### src/rtl/muxbus_pkg.sv
`timescale 1ns/1ps
// Package: shared phase encoding for the multiplexed bus controller.
package muxbus_pkg;
    // Bus cycle phases, in the order they are visited.
    typedef enum logic [2:0] {
        PH_IDLE = 3'd0,
        PH_ADDR = 3'd1,
        PH_HOLD = 3'd2,
        PH_DATA = 3'd3,
        PH_END  = 3'd4
    } bus_phase_e;
endpackage

### src/rtl/muxbus_phase_seq.sv
`timescale 1ns/1ps
// Module: muxbus_phase_seq
// Walks one bus cycle through address-strobe, address-hold, data-strobe and
// closing phases. Each strobe phase lasts a parameterised number of clocks.
// Assumes: start is only raised while idle; every length is at least 1.
module muxbus_phase_seq
    import muxbus_pkg::*;
#(
    parameter int unsigned ASH_CYC = 2,
    parameter int unsigned ASL_CYC = 1,
    parameter int unsigned DSH_CYC = 2
) (
    input  logic       clk,
    input  logic       rst_n,
    input  logic       start,
    output bus_phase_e phase,
    output logic       phase_last
);
    localparam int unsigned MAX_A   = (ASH_CYC > ASL_CYC) ? ASH_CYC : ASL_CYC;
    localparam int unsigned MAX_LEN = (MAX_A > DSH_CYC) ? MAX_A : DSH_CYC;
    localparam int unsigned CNT_W   = (MAX_LEN > 1) ? $clog2(MAX_LEN) : 1;
    localparam logic [CNT_W-1:0] ASH_LD = CNT_W'(ASH_CYC - 1);
    localparam logic [CNT_W-1:0] ASL_LD = CNT_W'(ASL_CYC - 1);
    localparam logic [CNT_W-1:0] DSH_LD = CNT_W'(DSH_CYC - 1);

    logic [CNT_W-1:0] cnt_q;

    // Last cycle of the current phase.
    assign phase_last = (cnt_q == '0);

    // Phase state and remaining-cycle counter.
    always_ff @(posedge clk) begin
        if (!rst_n) begin
            phase <= PH_IDLE;
            cnt_q <= '0;
        end else begin
            unique case (phase)
                PH_IDLE: if (start) begin
                    phase <= PH_ADDR;
                    cnt_q <= ASH_LD;
                end
                PH_ADDR: if (phase_last) begin
                    phase <= PH_HOLD;
                    cnt_q <= ASL_LD;
                end else cnt_q <= cnt_q - 1'b1;
                PH_HOLD: if (phase_last) begin
                    phase <= PH_DATA;
                    cnt_q <= DSH_LD;
                end else cnt_q <= cnt_q - 1'b1;
                PH_DATA: if (phase_last) begin
                    phase <= PH_END;
                    cnt_q <= '0;
                end else cnt_q <= cnt_q - 1'b1;
                PH_END: begin
                    phase <= PH_IDLE;
                    cnt_q <= '0;
                end
                default: begin
                    phase <= PH_IDLE;
                    cnt_q <= '0;
                end
            endcase
        end
    end

    // phases change only along the fixed order.
    a_r4_phase_order: assert property (@(posedge clk) disable iff (!rst_n)
        (phase != $past(phase)) |->
            ((phase == PH_ADDR && $past(phase) == PH_IDLE) ||
             (phase == PH_HOLD && $past(phase) == PH_ADDR) ||
             (phase == PH_DATA && $past(phase) == PH_HOLD) ||
             (phase == PH_END  && $past(phase) == PH_DATA) ||
             (phase == PH_IDLE && $past(phase) == PH_END)));

    // the closing phase lasts exactly one cycle.
    a_r9_end_single: assert property (@(posedge clk) disable iff (!rst_n)
        (phase == PH_END) |=> (phase == PH_IDLE));
endmodule

### src/rtl/muxbus_req_hold.sv
`timescale 1ns/1ps
// Module: muxbus_req_hold
// Takes the request fields on acceptance and holds them for the whole cycle.
// Assumes: accept is raised only while the controller is idle.
module muxbus_req_hold #(
    parameter int unsigned ADDR_W = 13,
    parameter int unsigned DATA_W = 8
) (
    input  logic              clk,
    input  logic              rst_n,
    input  logic              accept,
    input  logic              in_write,
    input  logic [ADDR_W-1:0] in_addr,
    input  logic [DATA_W-1:0] in_wdata,
    output logic              hold_write,
    output logic [ADDR_W-1:0] hold_addr,
    output logic [DATA_W-1:0] hold_wdata
);
    // Request field registers, loaded on acceptance only.
    always_ff @(posedge clk) begin
        if (!rst_n) begin
            hold_write <= 1'b0;
            hold_addr  <= '0;
            hold_wdata <= '0;
        end else if (accept) begin
            hold_write <= in_write;
            hold_addr  <= in_addr;
            hold_wdata <= in_wdata;
        end
    end
endmodule

### src/rtl/muxbus_rd_capture.sv
`timescale 1ns/1ps
// Module: muxbus_rd_capture
// Samples the shared bus at the edge that ends the data strobe of a read.
// Assumes: data_last is high only in the final data-strobe cycle.
module muxbus_rd_capture #(
    parameter int unsigned DATA_W = 8
) (
    input  logic              clk,
    input  logic              rst_n,
    input  logic              data_last,
    input  logic              is_write,
    input  logic [DATA_W-1:0] bus_in,
    output logic [DATA_W-1:0] rdata
);
    logic cap_en;

    // Capture only on a read, at the strobe's falling edge.
    assign cap_en = data_last && !is_write;

    // Read byte register.
    always_ff @(posedge clk) begin
        if (!rst_n)      rdata <= '0;
        else if (cap_en) rdata <= bus_in;
    end
endmodule

### src/rtl/muxbus_ctrl.sv
`timescale 1ns/1ps
// Module: muxbus_ctrl (top)
// External bus controller. The upper address bits go out on a dedicated
// output; the low address byte and the data share one 8-bit bus.
// Assumes: a requester keeps req_valid and the fields steady until accepted.
module muxbus_ctrl
    import muxbus_pkg::*;
#(
    parameter int unsigned ADDR_W  = 13,
    parameter int unsigned DATA_W  = 8,
    parameter int unsigned ASH_CYC = 2,
    parameter int unsigned ASL_CYC = 1,
    parameter int unsigned DSH_CYC = 2
) (
    input  logic                     clk,
    input  logic                     rst_n,
    input  logic                     req_valid,
    input  logic                     req_write,
    input  logic [ADDR_W-1:0]        req_addr,
    input  logic [DATA_W-1:0]        req_wdata,
    output logic                     req_ready,
    output logic                     rsp_done,
    output logic [DATA_W-1:0]        rsp_rdata,
    output logic [ADDR_W-DATA_W-1:0] bus_hi_addr,
    output logic [DATA_W-1:0]        bus_ad_out,
    output logic                     bus_ad_oe,
    input  logic [DATA_W-1:0]        bus_ad_in,
    output logic                     bus_addr_stb,
    output logic                     bus_data_stb,
    output logic                     bus_rd_wr_n
);
    localparam int unsigned HI_W = ADDR_W - DATA_W;

    bus_phase_e        phase;
    logic              phase_last;
    logic              accept;
    logic              hold_write;
    logic [ADDR_W-1:0] hold_addr;
    logic [DATA_W-1:0] hold_wdata;
    logic              addr_ph;
    logic              wdat_ph;

    // Acceptance happens only while idle.
    assign req_ready = (phase == PH_IDLE);
    assign accept    = req_valid && req_ready;

    muxbus_phase_seq #(
        .ASH_CYC (ASH_CYC),
        .ASL_CYC (ASL_CYC),
        .DSH_CYC (DSH_CYC)
    ) i_seq (
        .clk        (clk),
        .rst_n      (rst_n),
        .start      (accept),
        .phase      (phase),
        .phase_last (phase_last)
    );

    muxbus_req_hold #(
        .ADDR_W (ADDR_W),
        .DATA_W (DATA_W)
    ) i_hold (
        .clk        (clk),
        .rst_n      (rst_n),
        .accept     (accept),
        .in_write   (req_write),
        .in_addr    (req_addr),
        .in_wdata   (req_wdata),
        .hold_write (hold_write),
        .hold_addr  (hold_addr),
        .hold_wdata (hold_wdata)
    );

    muxbus_rd_capture #(
        .DATA_W (DATA_W)
    ) i_cap (
        .clk       (clk),
        .rst_n     (rst_n),
        .data_last ((phase == PH_DATA) && phase_last),
        .is_write  (hold_write),
        .bus_in    (bus_ad_in),
        .rdata     (rsp_rdata)
    );

    // Strobe, direction and shared-bus drive decode from the current phase.
    always_comb begin
        addr_ph      = (phase == PH_ADDR) || (phase == PH_HOLD);
        wdat_ph      = hold_write && ((phase == PH_DATA) || (phase == PH_END));
        bus_addr_stb = (phase == PH_ADDR);
        bus_data_stb = (phase == PH_DATA);
        bus_rd_wr_n  = (phase == PH_IDLE) ? 1'b1 : !hold_write;
        bus_hi_addr  = hold_addr[ADDR_W-1 -: HI_W];
        bus_ad_out   = addr_ph ? hold_addr[DATA_W-1:0] : hold_wdata;
        bus_ad_oe    = addr_ph || wdat_ph;
        rsp_done     = (phase == PH_END);
    end

    // the two strobes never overlap.
    a_r4_strobe_excl: assert property (@(posedge clk) disable iff (!rst_n)
        !(bus_addr_stb && bus_data_stb));

    // direction line holds through a running cycle.
    a_r5_dir_stable: assert property (@(posedge clk) disable iff (!rst_n)
        (!req_ready && !$past(req_ready)) |-> $stable(bus_rd_wr_n));

    // upper address holds through a running cycle.
    a_r2_hi_stable: assert property (@(posedge clk) disable iff (!rst_n)
        (!req_ready && !$past(req_ready)) |-> $stable(bus_hi_addr));

    // no drive on the shared bus while a read's data strobe is high.
    a_r7_no_contention: assert property (@(posedge clk) disable iff (!rst_n)
        (bus_data_stb && bus_rd_wr_n) |-> !bus_ad_oe);

    // completion comes right after the data strobe falls.
    a_r9_done_after_ds: assert property (@(posedge clk) disable iff (!rst_n)
        rsp_done |-> ($past(bus_data_stb) && !bus_data_stb));

    // a held request cannot start while a cycle runs.
    a_r10_busy_hold: assert property (@(posedge clk) disable iff (!rst_n)
        (!req_ready && !rsp_done) |=> !req_ready);
endmodule

### config.mk
export PLATFORM = sky130hd
export DESIGN_NAME = muxbus_ctrl
export DESIGN_NICKNAME = d
export VERILOG_FILES = /design/src/rtl/muxbus_pkg.sv /design/src/rtl/muxbus_phase_seq.sv /design/src/rtl/muxbus_req_hold.sv /design/src/rtl/muxbus_rd_capture.sv /design/src/rtl/muxbus_ctrl.sv
export SDC_FILE = /design/constraint.sdc
export NUM_CORES = 1
export LEC_CHECK = 0
export CAP_MARGIN = 20
export CORE_MARGIN = 3
export CORE_UTILIZATION = 46
export DETAILED_ROUTE_END_ITERATION = 10
export PLACE_DENSITY = 0.84
export SYNTH_ARGS = -nofsm -noshare
export SYNTH_HDL_FRONTEND = slang
export SYNTH_SLANG_ARGS = --single-unit
export TNS_END_PERCENT = 10
### constraint.sdc
create_clock -name clk -period 3.3 [get_ports clk]
set_input_delay 0.495 -clock clk [delete_from_list [all_inputs] [get_ports clk]]
set_output_delay 0.495 -clock clk [all_outputs]
set_load 0.02 [all_outputs]
-- Yosys cells after proc, flatten, opt, wreduce, memory -nomap -nowiden
Index checks and enable logic that the tools add are counted.
- flip-flop bits (word level): 34
- output and inout bits: 27
- bitwise operators: 1
- mux-type cells: 11
- add/sub/neg operators: 1
- equal/unequal tests: 8
- reduce and logical (&&, ||, !) cells: 11
- operators with widths (kind ; number):
    2-to-1 mux 3 bit ; 4
    case mux 3 bit (4 select lines) ; 1
    2-to-1 mux 8 bit ; 1
    equality test 3 x 2 -> 1 bit (second input constant) ; 2
    inequality test 2 bit (second input constant) ; 3
    logical AND 1 bit ; 4
    2-to-1 mux 1 bit ; 4
    AND reduction 4 bit ; 1
    equality test 3 x 1 -> 1 bit (second input constant) ; 1
    equality test 3 bit (second input constant) ; 1
    logical NOT 3 bit ; 1
    logical OR 1 bit ; 3
    case mux 1 bit (3 select lines) ; 1
    inequality test 2 x 1 -> 1 bit (second input constant) ; 1
    OR reduction 2 bit ; 1
    logical NOT 1 bit ; 1
    inverter 1 bit ; 1
    subtractor 1 bit (second input constant) ; 1

-- Logic depth before layout (Yosys ltp)
- depth after elaboration: 4
- depth in mapped cells: 5

-- Hierarchy
Synthesis repeated with hierarchy kept, for this count alone.
- cells, all modules: 143
- area, all modules: 1531.5 um^2
- by module, submodules not included (module ; area each (um^2) ; sequential area each (um^2) ; instances ; cells each):
    muxbus_req_hold ; 857.1 ; 440.4 ; 1 ; 71
    muxbus_rd_capture ; 330.3 ; 160.2 ; 1 ; 36
    muxbus_ctrl ; 185.2 ; 0.0 ; 1 ; 20
    muxbus_phase_seq ; 158.9 ; 80.1 ; 1 ; 16

-- Worst setup path before layout
OpenSTA, ideal clock, no wires.
- kind: register to output
- from: register i_seq.phase[0]
- to: output bus_rd_wr_n
- stages on the path, launching flop included: 4
- data required time: 2.805 ns
- buffers on the path: 1
- data arrival time: 1.288 ns
- slack: 1.517 ns
- cells stage by stage: dfxtp_1 buf_4 nor3_1 nand2b_1
- word-level cells in the longest chain between the ends: 2
- ends and longest elaborated chain (element ; line ; text):
    from (decl) ; muxbus_phase_seq.sv:16 ; output bus_phase_e phase,
    from (signal assigned) ; muxbus_phase_seq.sv:34 ; phase <= PH_IDLE;
    from (signal assigned) ; muxbus_phase_seq.sv:39 ; phase <= PH_ADDR;
    from (signal assigned) ; muxbus_phase_seq.sv:43 ; phase <= PH_HOLD;
    logical NOT 3 bit ; -- ;
    named net req_ready ; muxbus_ctrl.sv:21 ; output logic req_ready,
    2-to-1 mux 1 bit ; muxbus_ctrl.sv:91 ; bus_rd_wr_n = (phase == PH_IDLE) ? 1'b1 : !hold_write;
    to (decl) ; muxbus_ctrl.sv:30 ; output logic bus_rd_wr_n
The timed path passes the listed nets, and every way through them passes these cells.

-- Final worst setup path
- from: register i_seq.phase[1]
- to: output bus_ad_out[2]
- word-level cells in the longest chain between the ends: 3
- ends and longest elaborated chain (element ; line ; text):
    equality test 3 x 1 -> 1 bit or equality test 3 x 2 -> 1 bit (tied branches) ; muxbus_ctrl.sv:87 ; addr_ph = (phase == PH_ADDR) || (phase == PH_HOLD);
    logical OR 1 bit * ; muxbus_ctrl.sv:87 ;
    2-to-1 mux 8 bit * ; muxbus_ctrl.sv:93 ; bus_ad_out = addr_ph ? hold_addr[DATA_W-1:0] : hold_wdata;
    to (decl) ; muxbus_ctrl.sv:25 ; output logic [DATA_W-1:0] bus_ad_out,
Every way passes the cells marked *; elsewhere a longest branch is shown, timed or not.

==> results.tsv <==
stage	metric	value	unit
outcome	status	completed	
cts	cts_buffers	5	
routing	vias	1302	
floorplanning	core_area	3080	um2
sta	worst_slack	0.398	ns
yosys	synth_common_cells	nand2_1 (39), dfxtp_1 (34), nand3_1 (23)	
yosys	synth_top_area_frac	0.452	
sta	rsz0062_at_grt	no	
sta	max_freq	345	MHz
global_route	track_usage	0.172	
routing	drt-total-wl	3200	um
yosys	netlist_instances	176	
yosys	seq_area_frac_synth	0.452	
global_route	grt_pass1_vias	1216	
power_and_ir_drop	p_sw	0.000339	W
sta	worst_pin_slew	0.709	ns
placed_design	gp_congestion	0.674	
job	drv_cap	0	
global_route	grt_pass1_wl	5380	um
routing	viasPerCell	4.82	
setup_path	path_max_fanout	10	
yosys	synth_top_area_cell	dfxtp_1	
setup_path	r2r-start	i_seq.phase[1]	
setup_path	startpoint	i_seq.phase[1]	
placed_design	placed_area	2060	um2
cts	cts_setup_buffers	0	
cells_and_area	area_delta_synth_final	39.8	%
power_and_ir_drop	pwr-share-clk	0.202	
cts	cts_num_sinks	34	
cts	cts_hold_buf	0	
power_and_ir_drop	swShare	0.323	
setup_path	crit_family	flip-flops	
setup_path	arrival	2.41	ns
sta	max_slew_margin	0.524	
global_route	grt_start_max_net_pins	61	
floorplanning	floorplan.rows	20	
yosys	synth_fp_nets	209	
cts	clock_latency	0.34	ns
routing	drt_pre_antenna_iters	4	
yosys	syn_area	1510	um2
setup_path	worstPathRequired	2.80	ns
floorplanning	fp.dieW	63.2	um
setup_path	endpoint_kind	output port	
cells_and_area	final_layout_size_suffix_gt1_frac	0.0973	
hold_path	hold_class	reg -> reg	
cts	clk_pin_slew	0.10	ns
yosys	yosys_most_used_dff	dfxtp_1	
cts	cts-htree-levels	2	
yosys	yosysWarningCount	0	
placed_design	post-dp-hpwl	2290	um
setup_path	slowest_delay	0.61	ns
sta	slew_viol_final	0	
power_and_ir_drop	pwr-share-seq	0.468	
floorplanning	boundaryPins	60	
setup_path	crit_slowest_cell	dfxtp_1	
floorplanning	die-area	4000	um2
cells_and_area	fin_cells	270	
cells_and_area	final_nets	259	
setup_path	path_cells	xnor2_1 > nor2_2 > mux2_2 > clkdlybuf4s50_1	
yosys	synthArstFlopShare	0	
setup_path	worstSetupStartpointType	flop	
floorplanning	start_util	0.489	
hold_path	min-delay-start	i_hold.hold_wdata[4]	
cells_and_area	insertedDiodeCount	0	
yosys	synth_most_common_cell	nand2_1	
cts	cts_tree	yes	
placed_design	numPortBuffers	59	
yosys	synth_area_per_cell	8.56	um2
yosys	synthTopCellsByArea	dfxtp_1 (45%), nand2_1 (9.7%), nand3_1 (7.6%)	
routing	drt_iter0_drc	30	
sta	final-hold-violation-count	0	
power_and_ir_drop	powerDensity	499	nW/um2
sta	tns	0	ns
power_and_ir_drop	comb_power_share	0.329	
yosys	synth_seq_cells	34	
cells_and_area	final_area	2110	um2
cts	clockBufferDepth	2	
floorplanning	die_h	63.2	um
routing	route.detailed.drc	0	
global_route	antenna_found_initial	0	
routing	wl_per_cell	11.9	um
setup_path	crit_buf_inv	1	
power_and_ir_drop	p_leak	0.758	nW
sta	finalCritPeriodShare	0.879	
global_route	overflow	0	
sta	finalClockSkew	0.0121	ns
power_and_ir_drop	internal_power	0.000710	W
yosys	synth_edf_count	0	
power_and_ir_drop	ir_worst_vdd	0.313	mV
yosys	synth_cell_types	26	
routing	ant_nets	0	
sta	post-route-min-period	2.90	ns
setup_path	worstSetupPathType	reg -> out	
placed_design	place_inst	263	
cts	postCtsResizedCells	0	
sta	finalSetupViolations	0	
cts	cts-root-buf	clkbuf_4	
placed_design	pre_cts_ws	0.768	ns
[cells in the final DEF (no fill, tap or decap), drive strengths merged, types with 2 or more instances in the layout]
cell type and n:
nor2 5, nor4b 2, nand2 40, clkdlybuf4s50 58, dfxtp 34, clkbuf 7, nand3 23, mux2 8
buf 4, mux2i 8, o21ai 22, nand2b 2, xnor2 2, nor3 4
[per-stage QoR]
stage	hold WS (ns)	power (W)	util
2_1_floorplan	0.426	0.000719	-
3_3_place_gp	0.437	0.000845	0.670
3_5_place_dp	0.444	0.000850	0.670
4_1_cts	0.457	0.00106	0.684
5_1_grt	0.472	0.00111	0.684
6_report	0.452	0.00105	0.684
[worst paths after layout]
check	endpoint	slack [ns]	cells after the start
worst max register to register	i_cap.rdata[4]	1.69	3
worst min register to register	i_hold.hold_wdata[4]	0.45	2
worst min-delay path	i_hold.hold_wdata[4]	0.45	2
worst max-delay path	bus_ad_out[2]	0.40	4
[power groups by stage]
stage	sequential [W]	clock, W	combinational (W)
after floorplan	0.000483	0	0.000235
after global placement	0.000501	0	0.000344
after detailed placement	0.000501	0	0.000349
after CTS	0.000492	0.000217	0.000350
after global routing	0.000498	0.000238	0.000375
final	0.000492	0.000212	0.000346
[registers in the layout (all words and copies together) (netlist names)]
name	count
i_hold.hold_addr	13
i_cap.rdata	8
i_hold.hold_wdata	8
i_seq.phase	3
i_hold.hold_write	1
i_seq.cnt_q	1
[worst reg2reg max path, cell delays in order, from the launching register on]
cell and delay (ns):
dfxtp_1 0.61, nand2_4 0.12, nor4_4 0.55, mux2i_1 0.25
[area by class of cell]
type / instances / area (um2)
clock buffers: 7 / 45.0
multi-input cells: 123 / 717
fillers: 266 / 972
repair buffers: 62 / 608
well taps: 44 / 55.1
flip-flops and latches: 34 / 681
[layer usage]
metal / GRT usage / wire length, um / up-vias
met3: 0.0517 / 169 / 8
met1: 0.203 / 1450 / 577
met4: 0.105 / 82 / 0
met2: 0.273 / 1510 / 30
met5: 0 / 0 / -
li1: - / - / 687
[cells by family (layout without fill, tap and decap cells)]
| logic type | count (synthesis) | count (layout) | synth area share |
|---|---|---|---|
| simple gates | 81 | 81 | 0.270 |
| xor+xnor | 2 | 2 | 0.0116 |
| mux | 16 | 16 | 0.113 |
| buf+inv | 19 | 69 | 0.0723 |
| flops | 34 | 34 | 0.452 |
| compound gates | 24 | 24 | 0.0814 |
(Power assumes the default switching activity.)
